[src/rtl/gp_port_pkg.sv]
package gp_port_pkg;
  localparam int PW     = 8;
  localparam int NPORTS = 4;
  localparam int SELW   = $clog2(NPORTS);

  // value a quasi-bidirectional pin presents: latch gated by peripheral output
  function automatic logic [PW-1:0] pin_value(input logic [PW-1:0] latch,
                                               input logic [PW-1:0] alt);
    return latch & alt;
  endfunction

  // bits that go from 0 to 1 under a write
  function automatic logic [PW-1:0] rising_bits(input logic [PW-1:0] old_v,
                                                 input logic [PW-1:0] new_v);
    return new_v & ~old_v;
  endfunction
endpackage

[src/rtl/gp_rst_qual.sv]
module gp_rst_qual #(
  parameter int HOLD = 24
) (
  input  logic clk,
  input  logic rst_pin,
  output logic int_rst
);
  localparam int CW = (HOLD > 1) ? $clog2(HOLD) : 1;
  localparam logic [CW-1:0] LAST = CW'(HOLD - 1);

  logic [CW-1:0] cnt_q;
  logic          hit_w;   // named event: the hold window is complete

  assign hit_w = rst_pin && (cnt_q == LAST);

  always_ff @(posedge clk) begin
    if (!rst_pin) begin
      cnt_q   <= '0;
      int_rst <= 1'b0;
    end else if (hit_w) begin
      int_rst <= 1'b1;
    end else begin
      cnt_q <= cnt_q + 1'b1;
    end
  end
endmodule

[src/rtl/gp_port_slice.sv]
module gp_port_slice
  import gp_port_pkg::*;
#(
  parameter bit OPEN_DRAIN = 1'b0
) (
  input  logic          clk,
  input  logic          rst_pin,
  input  logic          int_rst,
  input  logic          wr_en,
  input  logic [PW-1:0] wr_data,
  input  logic          bus_en,
  input  logic [PW-1:0] bus_out,
  input  logic [PW-1:0] alt_out,
  output logic [PW-1:0] latch_q,
  output logic [PW-1:0] pdn,
  output logic [PW-1:0] wpu,
  output logic [PW-1:0] spu
);
  logic          wr_ok_w;
  logic [PW-1:0] rise_w;     // named event: bits a write lifts from 0 to 1
  logic [PW-1:0] pulse_q;
  logic [PW-1:0] val_w;

  assign wr_ok_w = wr_en && !int_rst;
  assign rise_w  = wr_ok_w ? rising_bits(latch_q, wr_data) : '0;
  assign val_w   = pin_value(latch_q, alt_out);

  generate
    if (OPEN_DRAIN) begin : g_od_latch
      always_ff @(posedge clk) begin
        if (int_rst)      latch_q <= '1;
        else if (wr_ok_w) latch_q <= wr_data;
      end
    end else begin : g_qb_latch
      always_ff @(posedge clk or posedge rst_pin) begin
        if (rst_pin)      latch_q <= '1;
        else if (wr_ok_w) latch_q <= wr_data;
      end
    end
  endgenerate

  always_ff @(posedge clk or posedge rst_pin) begin
    if (rst_pin) pulse_q <= '0;
    else         pulse_q <= OPEN_DRAIN ? '0 : rise_w;
  end

  always_comb begin
    if (bus_en) begin
      spu = bus_out;
      pdn = ~bus_out;
      wpu = '0;
    end else if (OPEN_DRAIN) begin
      spu = pulse_q;
      pdn = ~val_w;
      wpu = '0;
    end else begin
      spu = pulse_q;
      pdn = ~val_w;
      wpu = val_w;
    end
  end
endmodule

[src/rtl/gp_port_bank.sv]
module gp_port_bank
  import gp_port_pkg::*;
#(
  parameter int RST_HOLD = 24
) (
  input  logic                       clk,
  input  logic                       rst_pin,
  input  logic                       wr_en,
  input  logic [SELW-1:0]            wr_sel,
  input  logic [PW-1:0]              wr_data,
  input  logic [SELW-1:0]            rd_sel,
  input  logic                       rd_rmw,
  output logic [PW-1:0]              rd_data,
  input  logic                       p0_bus_en,
  input  logic [PW-1:0]              p0_bus_out,
  input  logic [PW-1:0]              p3_alt_out,
  input  logic [NPORTS-1:0][PW-1:0]  pin_in,
  output logic [NPORTS-1:0][PW-1:0]  pin_pdn,
  output logic [NPORTS-1:0][PW-1:0]  pin_wpu,
  output logic [NPORTS-1:0][PW-1:0]  pin_spu,
  output logic [PW-1:0]              p3_alt_in,
  output logic                       t2_clk,
  output logic                       t2_trig,
  output logic                       int_rst
);
  logic [NPORTS-1:0][PW-1:0] lat_w;

  gp_rst_qual #(.HOLD(RST_HOLD)) u_qual (
    .clk(clk), .rst_pin(rst_pin), .int_rst(int_rst)
  );

  generate
    for (genvar p = 0; p < NPORTS; p++) begin : g_slice
      gp_port_slice #(.OPEN_DRAIN(p == 0)) u_slice (
        .clk    (clk),
        .rst_pin(rst_pin),
        .int_rst(int_rst),
        .wr_en  (wr_en && (wr_sel == SELW'(p))),
        .wr_data(wr_data),
        .bus_en ((p == 0) ? p0_bus_en : 1'b0),
        .bus_out((p == 0) ? p0_bus_out : '0),
        .alt_out((p == 3) ? p3_alt_out : '1),
        .latch_q(lat_w[p]),
        .pdn    (pin_pdn[p]),
        .wpu    (pin_wpu[p]),
        .spu    (pin_spu[p])
      );
    end
  endgenerate

  assign rd_data   = rd_rmw ? lat_w[rd_sel] : pin_in[rd_sel];
  assign p3_alt_in = pin_in[3];
  assign t2_clk    = pin_in[1][0];
  assign t2_trig   = pin_in[1][1];
endmodule

[config.mk]
export PLATFORM = sky130hd
export DESIGN_NAME = gp_port_bank
export DESIGN_NICKNAME = d
export VERILOG_FILES = /design/src/rtl/gp_port_pkg.sv /design/src/rtl/gp_rst_qual.sv /design/src/rtl/gp_port_slice.sv /design/src/rtl/gp_port_bank.sv
export SDC_FILE = /design/constraint.sdc
export NUM_CORES = 1
export LEC_CHECK = 0
export CELL_PAD_IN_SITES_DETAIL_PLACEMENT = 2
export CELL_PAD_IN_SITES_GLOBAL_PLACEMENT = 2
export CORE_UTILIZATION = 24
export DETAILED_ROUTE_END_ITERATION = 6
export GPL_ROUTABILITY_DRIVEN = 0
export PLACE_DENSITY_LB_ADDON = 0.05
export SYNTH_ARGS = -nofsm -noshare
export SYNTH_HDL_FRONTEND = slang
export SYNTH_SLANG_ARGS = --single-unit
[constraint.sdc]
create_clock -name clk -period 2.92 [get_ports clk]
set_clock_uncertainty 0.15 [all_clocks]
set_input_delay 0.438 -clock clk [delete_from_list [all_inputs] [get_ports clk]]
set_output_delay 0.438 -clock clk [all_outputs]
set_load 0.1 [all_outputs]
==> results of run 1 <==
cells by family after synthesis:
family	after synthesis	synth area share, %
simple gates	70	12.6
flops	62	48.4
compound gates	19	3.09
buf+inv	55	9.66
mux	49	24.9
xor+xnor	3	0.842
other cells	1	0.120
fa+ha+maj	1	0.401
state kept, by name (all words and copies together) (netlist names):
name and flops:
u_qual.int_rst 1, g_slice.u_slice.pulse_q 24, g_slice.u_slice.latch_q 32, u_qual.cnt_q 5
critical path, stage by stage:
cell and delay [ns]:
clkdlybuf4s50_1 0.52, buf_12 0.19, mux4_1 0.58, mux2_2 0.30, buf_12 0.17
cells in the final DEF (no fill, tap or decap), drive strengths merged:
| master | count |
|---|---|
| buf | 115 |
| clkdlybuf4s50 | 64 |
| inv | 26 |
| mux2 | 24 |
| nand2 | 24 |
| dfstp | 24 |
| dfrtp | 24 |
| and3 | 17 |
| mux4 | 16 |
| dfxtp | 14 |
| clkbuf | 12 |
| o21ai | 9 |
| mux2i | 9 |
| nor3b | 9 |
| a21oi | 9 |
| and2 | 8 |
| conb | 8 |
| clkinv | 5 |
| nor2 | 4 |
| nand3 | 2 |
| xnor2 | 2 |
| nand3b | 1 |
| and4bb | 1 |
| nand4 | 1 |
| or2 | 1 |
| xor2 | 1 |
| nand4b | 1 |
| nand2b | 1 |
| a31oi | 1 |
| ha | 1 |
power by group through the flow:
stage	logic, W	clock network [W]	registers, W
6_report	0.00213	0.00101	0.00111
5_1_grt	0.00220	0.00109	0.00113
4_1_cts	0.00215	0.00106	0.00111
3_5_place_dp	0.00214	0	0.00113
3_3_place_gp	0.00212	0	0.00112
2_1_floorplan	0.00122	0	0.00147
per-layer routing:
layer	GRT usage, %	routed length (um)	vias to the layer above
met5	0	0	-
met4	5.13	126	0
met1	20.3	4520	1329
li1	-	-	1219
met2	29.5	5590	104
met3	5.70	762	11
worst min-delay path by stage:
stage                         start               to  slack, ns  cells past startpoint
detailed placement  u_qual.cnt_q[2]  u_qual.cnt_q[2]       0.37                      1
CTS                 u_qual.cnt_q[4]  u_qual.cnt_q[2]       0.38                      2
global route        u_qual.cnt_q[2]  u_qual.cnt_q[2]       0.41                      1
floorplan           u_qual.cnt_q[2]  u_qual.cnt_q[2]       0.31                      1
finish              u_qual.cnt_q[4]  u_qual.cnt_q[2]       0.38                      2
global placement    u_qual.cnt_q[2]  u_qual.cnt_q[2]       0.34                      1
cell type report:
type / count / area, um^2 / area share (%)
Timing Repair Buffer: 179 / 1840 / 34.6
Clock buffer: 12 / 267 / 5.00
Sequential cell: 62 / 1510 / 28.4
Tap cell: 172 / 215 / 4.04
Inverter: 27 / 101 / 1.90
Clock inverter: 4 / 20.0 / 0.376
Multi-Input combinational cell: 150 / 1370 / 25.7
metrics by stage:
| stage | setup slack (ns) | cell area, um^2 | hold slack (ns) | instances | power (W) |
|---|---|---|---|---|---|
| finish | 0.119 | 5330 | 0.376 | 606 | 0.00425 |
| global route | 0.0679 | 5330 | 0.414 | 606 | 0.00442 |
| CTS | 0.108 | 5330 | 0.380 | 606 | 0.00432 |
| detailed placement | 0.112 | 5040 | 0.367 | 590 | 0.00327 |
| global placement | 0.152 | 5040 | 0.336 | 590 | 0.00325 |
| floorplan | 0.381 | 3180 | 0.311 | 267 | 0.00269 |
==> reports/qor.csv, run 1 <==
stage,metric,value,unit
run_status,status,"finished, final reports clean",
synthesis,post-synthesis sequential area ratio,48.4,%
sta,final setup vio count,0,
critical_path,R2R Path Start,u_qual.int_rst,
sta,"Slew Viols, Final",0,
clocking,H-Tree Depth,3,
sta,post-layout min period,2.80,ns
route,Residual DRC,0,
cells_and_area,Nets,495,
critical_path,Startpoint Class,primary input,
floorplanning,Die Wd,116,um
sta,RSZ-0062 raised after global routing,false,
clocking,TritonCTS Sinks,62,
synthesis,Yosys top cell area share,20.2,%
pwr,Sw Share,48.3,%
synthesis,Synth async-reset ratio,77.4,%
synthesis,largest cells by area after synthesis,"dfstp_2 (20%), dfrtp_1 (19%), mux4_1 (13%), dfxtp_1 (9.0%), mux2_2 (8.7%)",
floorplanning,row count,41,
synthesis,"Avg Cell Area, Syn",12.0,um^2
sta,post-route clock period utilization,95.9,%
clocking,latest clock arrival within the worst-skew pair,0.33,ns
sta,relative slew slack,55.3,%
synthesis,Synth Flop Type,dfstp_2,
synthesis,post-synth cell types,34,
critical_path,Worst Setup SP,rd_sel[0],
clocking,Root Driver,clkbuf_16,
pwr,peak supply drop,291,uV
clocking,CTS tree,built,
place,I/O Buffers,171,
cells_and_area,ANT cells,0,
clocking,CTS Buffer Depth,2,
pwr,PD cells,798,nW/um^2
grt,antenna violations before repair,0,
route,Post-Route WL,11000,um
synthesis,"EDFF count, synth",0,
critical_path,Critical Path AT,2.21,ns
pwr,Comb power frac,50.1,%
critical_path,CP endpoint kind,output port,
synthesis,Ys Warns,0,
cells_and_area,final core occ,42.0,%
hold_path,Worst Hold Class,reg2reg,
floorplanning,Core Footprint,12700,um^2
sta,Final Hold Fails,0,
cells_and_area,Synth-to-Final Area Change,70.6,%
clocking,CTS clock-pin slew for the worst setup and hold paths,0.05,ns
floorplanning,Die Ht,116,um
synthesis,Syn Inst Count,260,
floorplanning,Initial Util,24.6,%
place,Final HPWL DP,8380,um
route,Vias/cell,4.39,
clocking,cts repair resizes,0,
critical_path,CP Data Required Time,2.33,ns
synthesis,#FFs+latches synth,62,
cells_and_area,share of cells above drive strength 1,44.2,%
sta,Sum Neg Setup Slack,0,ns
grt,largest net degree at the start of global routing,29,
sta,worst-margin pin slew,0.669,ns
synthesis,Post-synth top cells,"inv_1 (26), dfrtp_1 (24), dfstp_2 (24), mux2_2 (24), nand2_1 (24)",
critical_path,CP endpoint,rd_data[3],
synthesis,top-count cell post-synth,inv_1,
grt,grt ovf,0,
route,Starting DRT DRC Count,56,
route,vias,2663,
floorplanning,I/O pin cnt,180,
route,DRT antenna net count,0,
critical_path,reg2reg path depth,3,
cells_and_area,Layout fillers,1337,
critical_path,FF-to-FF End,g_slice[3].u_slice.latch_q[5],
clocking,Hold Buf Count CTS,0,
clocking,total setup buffers inserted after CTS,0,
pwr,switching component of the power,0.00205,W
pwr,Clock Power Share,23.8,%
critical_path,Worst Path Max Fanout,16,
critical_path,R2R Setup Slk,1.08,ns
synthesis,"area leader, netlist",dfstp_2,
clocking,cts bufs inserted,9,
floorplanning,die area,13500,um^2
pwr,Reg power frac,26.1,%
grt,vias in the first global route,2852,
synthesis,post-synthesis cell area,3120,um^2
pwr,P_leak,2.52,nW
grt,total track usage,17.2,%
flow_run,Max-Cap Viols,0,
pwr,Int Power,0.00220,W
grt,global-route wire length before repair,16400,um
sta,Max Freq,0.357,GHz
route,drt first pass iters,4,
critical_path,"Worst Path Class, Setup",in2out,
route,DR WL/cell,18.1,um
No activity file was read; power rests on OpenSTA's default activity.
==> inputs of run 2 (changes only) <==
CORE_MARGIN = 2   (was default)
CORE_UTILIZATION = 39   (was 24)
DONT_BUFFER_PORTS = 1   (was default)
==> run 2 against run 1 <==
Worst setup slack gained 0.50 ns. Critical path depth is 3 lower. Final cell count fell by 32%. Combinational power fell by 22%. Count of clock-buffer cells in the layout unchanged. Sequential share of layout area up 12 points. Register-to-register slack lost 0.10 ns. Critical endpoint is now rd_data[4].
==> reports/qor.csv, run 2 (synthesis results as in run 1) <==
stage,metric,value,unit
run_status,status,"finished, final reports clean",
pwr,peak supply drop,403,uV
sta,Fin Hold WS,0.0562,ns
flow_run,Max-Cap Viols,0,
clocking,cts bufs inserted,9,
route,DR WL met3,811,um
sta,worst-margin pin slew,0.903,ns
pwr,P_leak,1.81,nW
critical_path,Worst Path Max Fanout,4,
grt,grt ovf,0,
cells_and_area,max reg flops,32,
place,I/O Buffers,0,
cells_and_area,Biggest register,g_slice.u_slice.latch_q,
sta,Max Freq,0.434,GHz
cells_and_area,"most common cell after layout, fill and taps aside",buf_4,
floorplanning,Core Footprint,7730,um^2
clocking,TritonCTS Sinks,62,
route,DR WL/cell,22.2,um
route,Post-Route WL,9190,um
floorplanning,Initial Util,40.4,%
clocking,CTS clock-pin slew for the worst setup and hold paths,0.07,ns
clocking,cts repair resizes,0,
clocking,Root Driver,clkbuf_8,
grt,antenna violations before repair,1,
clocking,latest clock arrival within the worst-skew pair,0.33,ns
critical_path,R2R Setup Slk,0.98,ns
critical_path,Startpoint Class,register,
clocking,CTS tree,built,
pwr,PD cells,960,nW/um^2
clocking,Hold Buf Count CTS,1,
sta,Final Hold Fails,0,
sta,post-route clock period utilization,79.0,%
route,Starting DRT DRC Count,58,
clocking,CTS Buffer Depth,2,
cells_and_area,Synth-to-Final Area Change,19.3,%
sta,final setup vio count,0,
floorplanning,I/O pin cnt,180,
route,Vias/cell,5.35,
route,DRT antenna net count,0,
clocking,H-Tree Depth,3,
floorplanning,die area,8740,um^2
sta,post-layout min period,2.31,ns
hold_path,Hold Path Depth,2,
route,top sig layer,met4,
grt,global-route wire length before repair,13800,um
hold_path,Worst Hold Class,in2reg,
cells_and_area,Nets,370,
critical_path,CP endpoint kind,output port,
sta,"Slew Viols, Final",0,
critical_path,Critical Path AT,1.72,ns
clocking,total setup buffers inserted after CTS,0,
critical_path,CP Data Required Time,2.33,ns
sta,RSZ-0062 raised after global routing,false,
grt,largest net degree at the start of global routing,33,
place,Final HPWL DP,6730,um
sta,relative slew slack,39.9,%
route,vias,2210,
route,met2 WL,4740,um
sta,Sum Neg Setup Slack,0,ns
route,Residual DRC,0,
floorplanning,Die Ht,93.5,um
critical_path,reg2reg path depth,3,
grt,vias in the first global route,2440,
critical_path,"Worst Path Class, Setup",reg2out,
cells_and_area,most frequent cells in the layout,"buf_4 (53), inv_1 (25)",
route,WL met1,3540,um
cells_and_area,Largest regs,"g_slice.u_slice.latch_q: 32 flops, g_slice.u_slice.pulse_q: 24 flops, u_qual.cnt_q: 5 flops",
route,drt first pass iters,4,
cells_and_area,final core occ,48.2,%
grt,total track usage,21.5,%
floorplanning,row count,32,
floorplanning,Die Wd,93.5,um
cells_and_area,share of cells above drive strength 1,41.7,%
run 2: changes by cell type in the layout (fill, tap and decap cells not counted), moves of 2 or more:
cell,before,now
clkbuf_8,3,11
clkbuf_16,9,0
buf_12,27,0
buf_4,88,53
diode_2,0,2
clkdlybuf4s50_1,64,0
run 2: per-stage QoR:
step | cell area (um^2) | worst slack, ns | cells | total power (W)
2_1_floorplan | 3180 | 0.381 | 267 | 0.00269
3_3_place_gp | 3510 | 0.848 | 394 | 0.00281
3_5_place_dp | 3510 | 0.832 | 394 | 0.00283
4_1_cts | 3720 | 0.597 | 411 | 0.00361
5_1_grt | 3720 | 0.571 | 412 | 0.00369
6_report | 3720 | 0.614 | 413 | 0.00357
run 2: final cells by class:
class / instances / area (um^2)
multi-input cells: 150 / 1370
diodes: 2 / 5.00
flip-flops and latches: 62 / 1510
clock inverters: 4 / 45.0
inverters: 27 / 101
repair buffers: 54 / 408
well taps: 102 / 128
clock buffers: 12 / 155
fillers: 802 / 4000
run 2: metal layers:
layer	GRT usage [%]	vias to the layer above
met1	24.9	1114
met3	6.53	8
met2	37.6	115
met5	0	-
li1	-	973
met4	7.48	0
run 2: final timing paths:
kind | start | endpoint
max reg2reg | g_slice[1].u_slice.latch_q[2] | g_slice[1].u_slice.pulse_q[2]
min in group asynchronous | rst_pin | g_slice[1].u_slice.pulse_q[7]
max | g_slice[1].u_slice.latch_q[4] | rd_data[4]
min | wr_data[0] | g_slice[2].u_slice.latch_q[0]
min reg2reg | u_qual.cnt_q[2] | u_qual.cnt_q[2]
max in group asynchronous | rst_pin | g_slice[1].u_slice.latch_q[3]
run 2: critical path, stage by stage (launching register included):
cell and delay, ns:
dfstp_2 0.39, mux4_1 0.49, mux2_2 0.50
run 2: where the power goes:
part	internal (W)	switching, W
registers	0.00100	0.000150
clock network	0.000437	0.000328
logic	0.000273	0.00138
==> inputs of run 3 (changes only) <==
CORE_UTILIZATION = 37   (was 39)
clock period = 2.4 ns   (was 2.92 ns; I/O delays follow)
==> run 3 against run 2 <==
Global-route usage up 1.2 points. Core utilization up 3.5 points. Clock power up 24%. Register-to-register slack worse by 0.48 ns. Worst setup slack worse by 0.42 ns. Final cell count up 12%. Largest cell class unchanged.
==> reports/qor.csv, run 3 (synthesis results as in run 1) <==
stage,metric,value,unit
run_status,status,"finished, final reports clean",
route,DRT antenna net count,0,
pwr,Int Power,0.00223,W
route,DR WL/cell,22.1,um
pwr,Comb power frac,50.1,%
route,vias,2443,
critical_path,R2R Path Start,g_slice[1].u_slice.latch_q[0],
critical_path,reg2reg path depth,3,
critical_path,"CP delay by family, top",multiplexers,
critical_path,Startpoint Class,register,
critical_path,CP Data Required Time,1.89,ns
cells_and_area,max reg flops,32,
route,Post-Route WL,10200,um
grt,vias in the first global route,2630,
sta,final setup margin,0.192,ns
clocking,Hold Buf Count CTS,10,
sta,post-layout min period,2.21,ns
place,I/O Buffers,0,
clocking,cts bufs inserted,9,
cells_and_area,Nets,418,
route,Starting DRT DRC Count,36,
sta,post-route clock period utilization,92.0,%
critical_path,R2R Setup Slk,0.50,ns
pwr,Sw Share,51.0,%
floorplanning,I/O pin cnt,180,
floorplanning,die area,9190,um^2
cells_and_area,share of cells above drive strength 1,48.5,%
route,Vias/cell,5.28,
critical_path,cells along the critical path,"mux4_1, mux2_2, buf_12",
cells_and_area,final non-filler cell total,463,
sta,Max Freq,0.453,GHz
pwr,Reg power frac,29.1,%
clocking,latest clock arrival within the worst-skew pair,0.34,ns
sta,Sum Neg Setup Slack,0,ns
cells_and_area,most frequent cells in the layout,"buf_4 (81), mux2_2 (24), nand2_1 (24), dfstp_2 (24), dfrtp_1 (24)",
place,Final HPWL DP,7470,um
cells_and_area,Biggest register,g_slice.u_slice.latch_q,
floorplanning,Die Ht,95.9,um
pwr,switching component of the power,0.00232,W
grt,global-route wire length before repair,15000,um
place,Cells after DPL,433,
hold_path,Worst Hold Path EP,g_slice[2].u_slice.pulse_q[1],
clocking,total setup buffers inserted after CTS,0,
critical_path,FF-to-FF End,g_slice[1].u_slice.pulse_q[0],
floorplanning,Die Wd,95.9,um
critical_path,Worst Path Max Fanout,3,
sta,worst-margin pin slew,0.882,ns
cells_and_area,Layout fillers,816,
cells_and_area,Largest regs,"g_slice.u_slice.latch_q: 32 flops, g_slice.u_slice.pulse_q: 24 flops, u_qual.cnt_q: 5 flops",
cells_and_area,"most common cell after layout, fill and taps aside",buf_4,
clocking,cts repair resizes,0,
critical_path,CP endpoint kind,output port,
critical_path,CP Buf/Inv Count,1,
sta,"Slew Viols, Final",0,
clocking,TritonCTS Sinks,62,
grt,grt ovf,0,
critical_path,Critical Path AT,1.70,ns
grt,antenna violations before repair,1,
sta,Final Hold Fails,0,
sta,final setup vio count,0,
hold_path,worst min-delay path startpoint,wr_data[1],
clocking,CTS Buffer Depth,2,
route,drt first pass iters,4,
grt,largest net degree at the start of global routing,32,
critical_path,"Worst Path Class, Setup",reg2out,
pwr,Clock Power Share,20.8,%
clocking,CTS clock-pin slew for the worst setup and hold paths,0.07,ns
floorplanning,row count,33,
place,pre-CTS WS,0.479,ns
clocking,CTS tree,built,
hold_path,Worst Hold Class,in2reg,
sta,RSZ-0062 raised after global routing,false,
route,Residual DRC,0,
clocking,Root Driver,clkbuf_8,
critical_path,"slowest stage delay, CP",0.50,ns
critical_path,Critical Path Slowest Stage Cell,mux4_1,
cells_and_area,Synth-to-Final Area Change,36.1,%
grt,total track usage,22.7,%
pwr,peak supply drop,571,uV
floorplanning,Initial Util,38.0,%
pwr,P_leak,2.01,nW
pwr,PD cells,1070,nW/um^2
clocking,H-Tree Depth,3,
flow_run,Max-Cap Viols,0,
sta,relative slew slack,41.2,%
floorplanning,Core Footprint,8220,um^2
hold_path,Hold Path Depth,1,
[run 3: worst max path at each step]
stage / from / slack, ns / depth (start not counted) / end
floorplan: p0_bus_out[0] / 0.03 / 2 / pin_pdn[0]
global placement: rd_sel[0] / 0.51 / 3 / rd_data[1]
detailed placement: rd_sel[0] / 0.48 / 3 / rd_data[2]
CTS: g_slice[2].u_slice.latch_q[5] / 0.16 / 3 / rd_data[5]
global route: g_slice[0].u_slice.latch_q[1] / 0.14 / 3 / rd_data[1]
finish: g_slice[2].u_slice.latch_q[5] / 0.19 / 3 / rd_data[5]
[run 3: power by group through the flow]
stage / logic (W) / clock network (W) / registers [W]
6_report: 0.00228 / 0.000947 / 0.00133
5_1_grt: 0.00235 / 0.00103 / 0.00135
4_1_cts: 0.00229 / 0.000972 / 0.00133
3_5_place_dp: 0.00227 / 0 / 0.00135
3_3_place_gp: 0.00224 / 0 / 0.00134
2_1_floorplan: 0.00149 / 0 / 0.00179
[run 3: metal layers]
metal,global-route usage (%),up-vias,part of all wire [%]
li1,-,1069,-
met1,25.4,1247,37
met2,41.1,118,54
met3,6.81,9,7.9
met4,7.50,0,1.1
met5,0,-,0
[run 3: final cells by class]
cell class                      instances  area, um^2  share of cell area, %
Multi-Input combinational cell        150        1370                   32.3
Clock buffer                           13         159                   3.74
Clock inverter                          3        42.5                   1.00
Sequential cell                        62        1510                   35.6
Tap cell                              105         131                   3.09
Antenna cell                            1        2.50                 0.0589
Inverter                               27         131                   3.09
Timing Repair Buffer                  102         898                   21.1
[run 3: per-stage QoR]
| stage | hold WS (ns) | power (W) | cell area, um^2 | utilization (%) |
|---|---|---|---|---|
| floorplan | 0.311 | 0.00328 | 3210 | - |
| global placement | 0.131 | 0.00357 | 3910 | 47.6 |
| detailed placement | 0.132 | 0.00362 | 3910 | 47.6 |
| CTS | 0.000233 | 0.00459 | 4220 | 51.3 |
| global route | -0.00212 | 0.00473 | 4250 | 51.7 |
| finish | 0.0181 | 0.00456 | 4250 | 51.7 |
[run 3: worst reg2reg max path, cell delays in order (launching register included)]
cell and delay (ns):
dfstp_2 0.53, buf_4 0.29, inv_1 0.47, and3_1 0.35
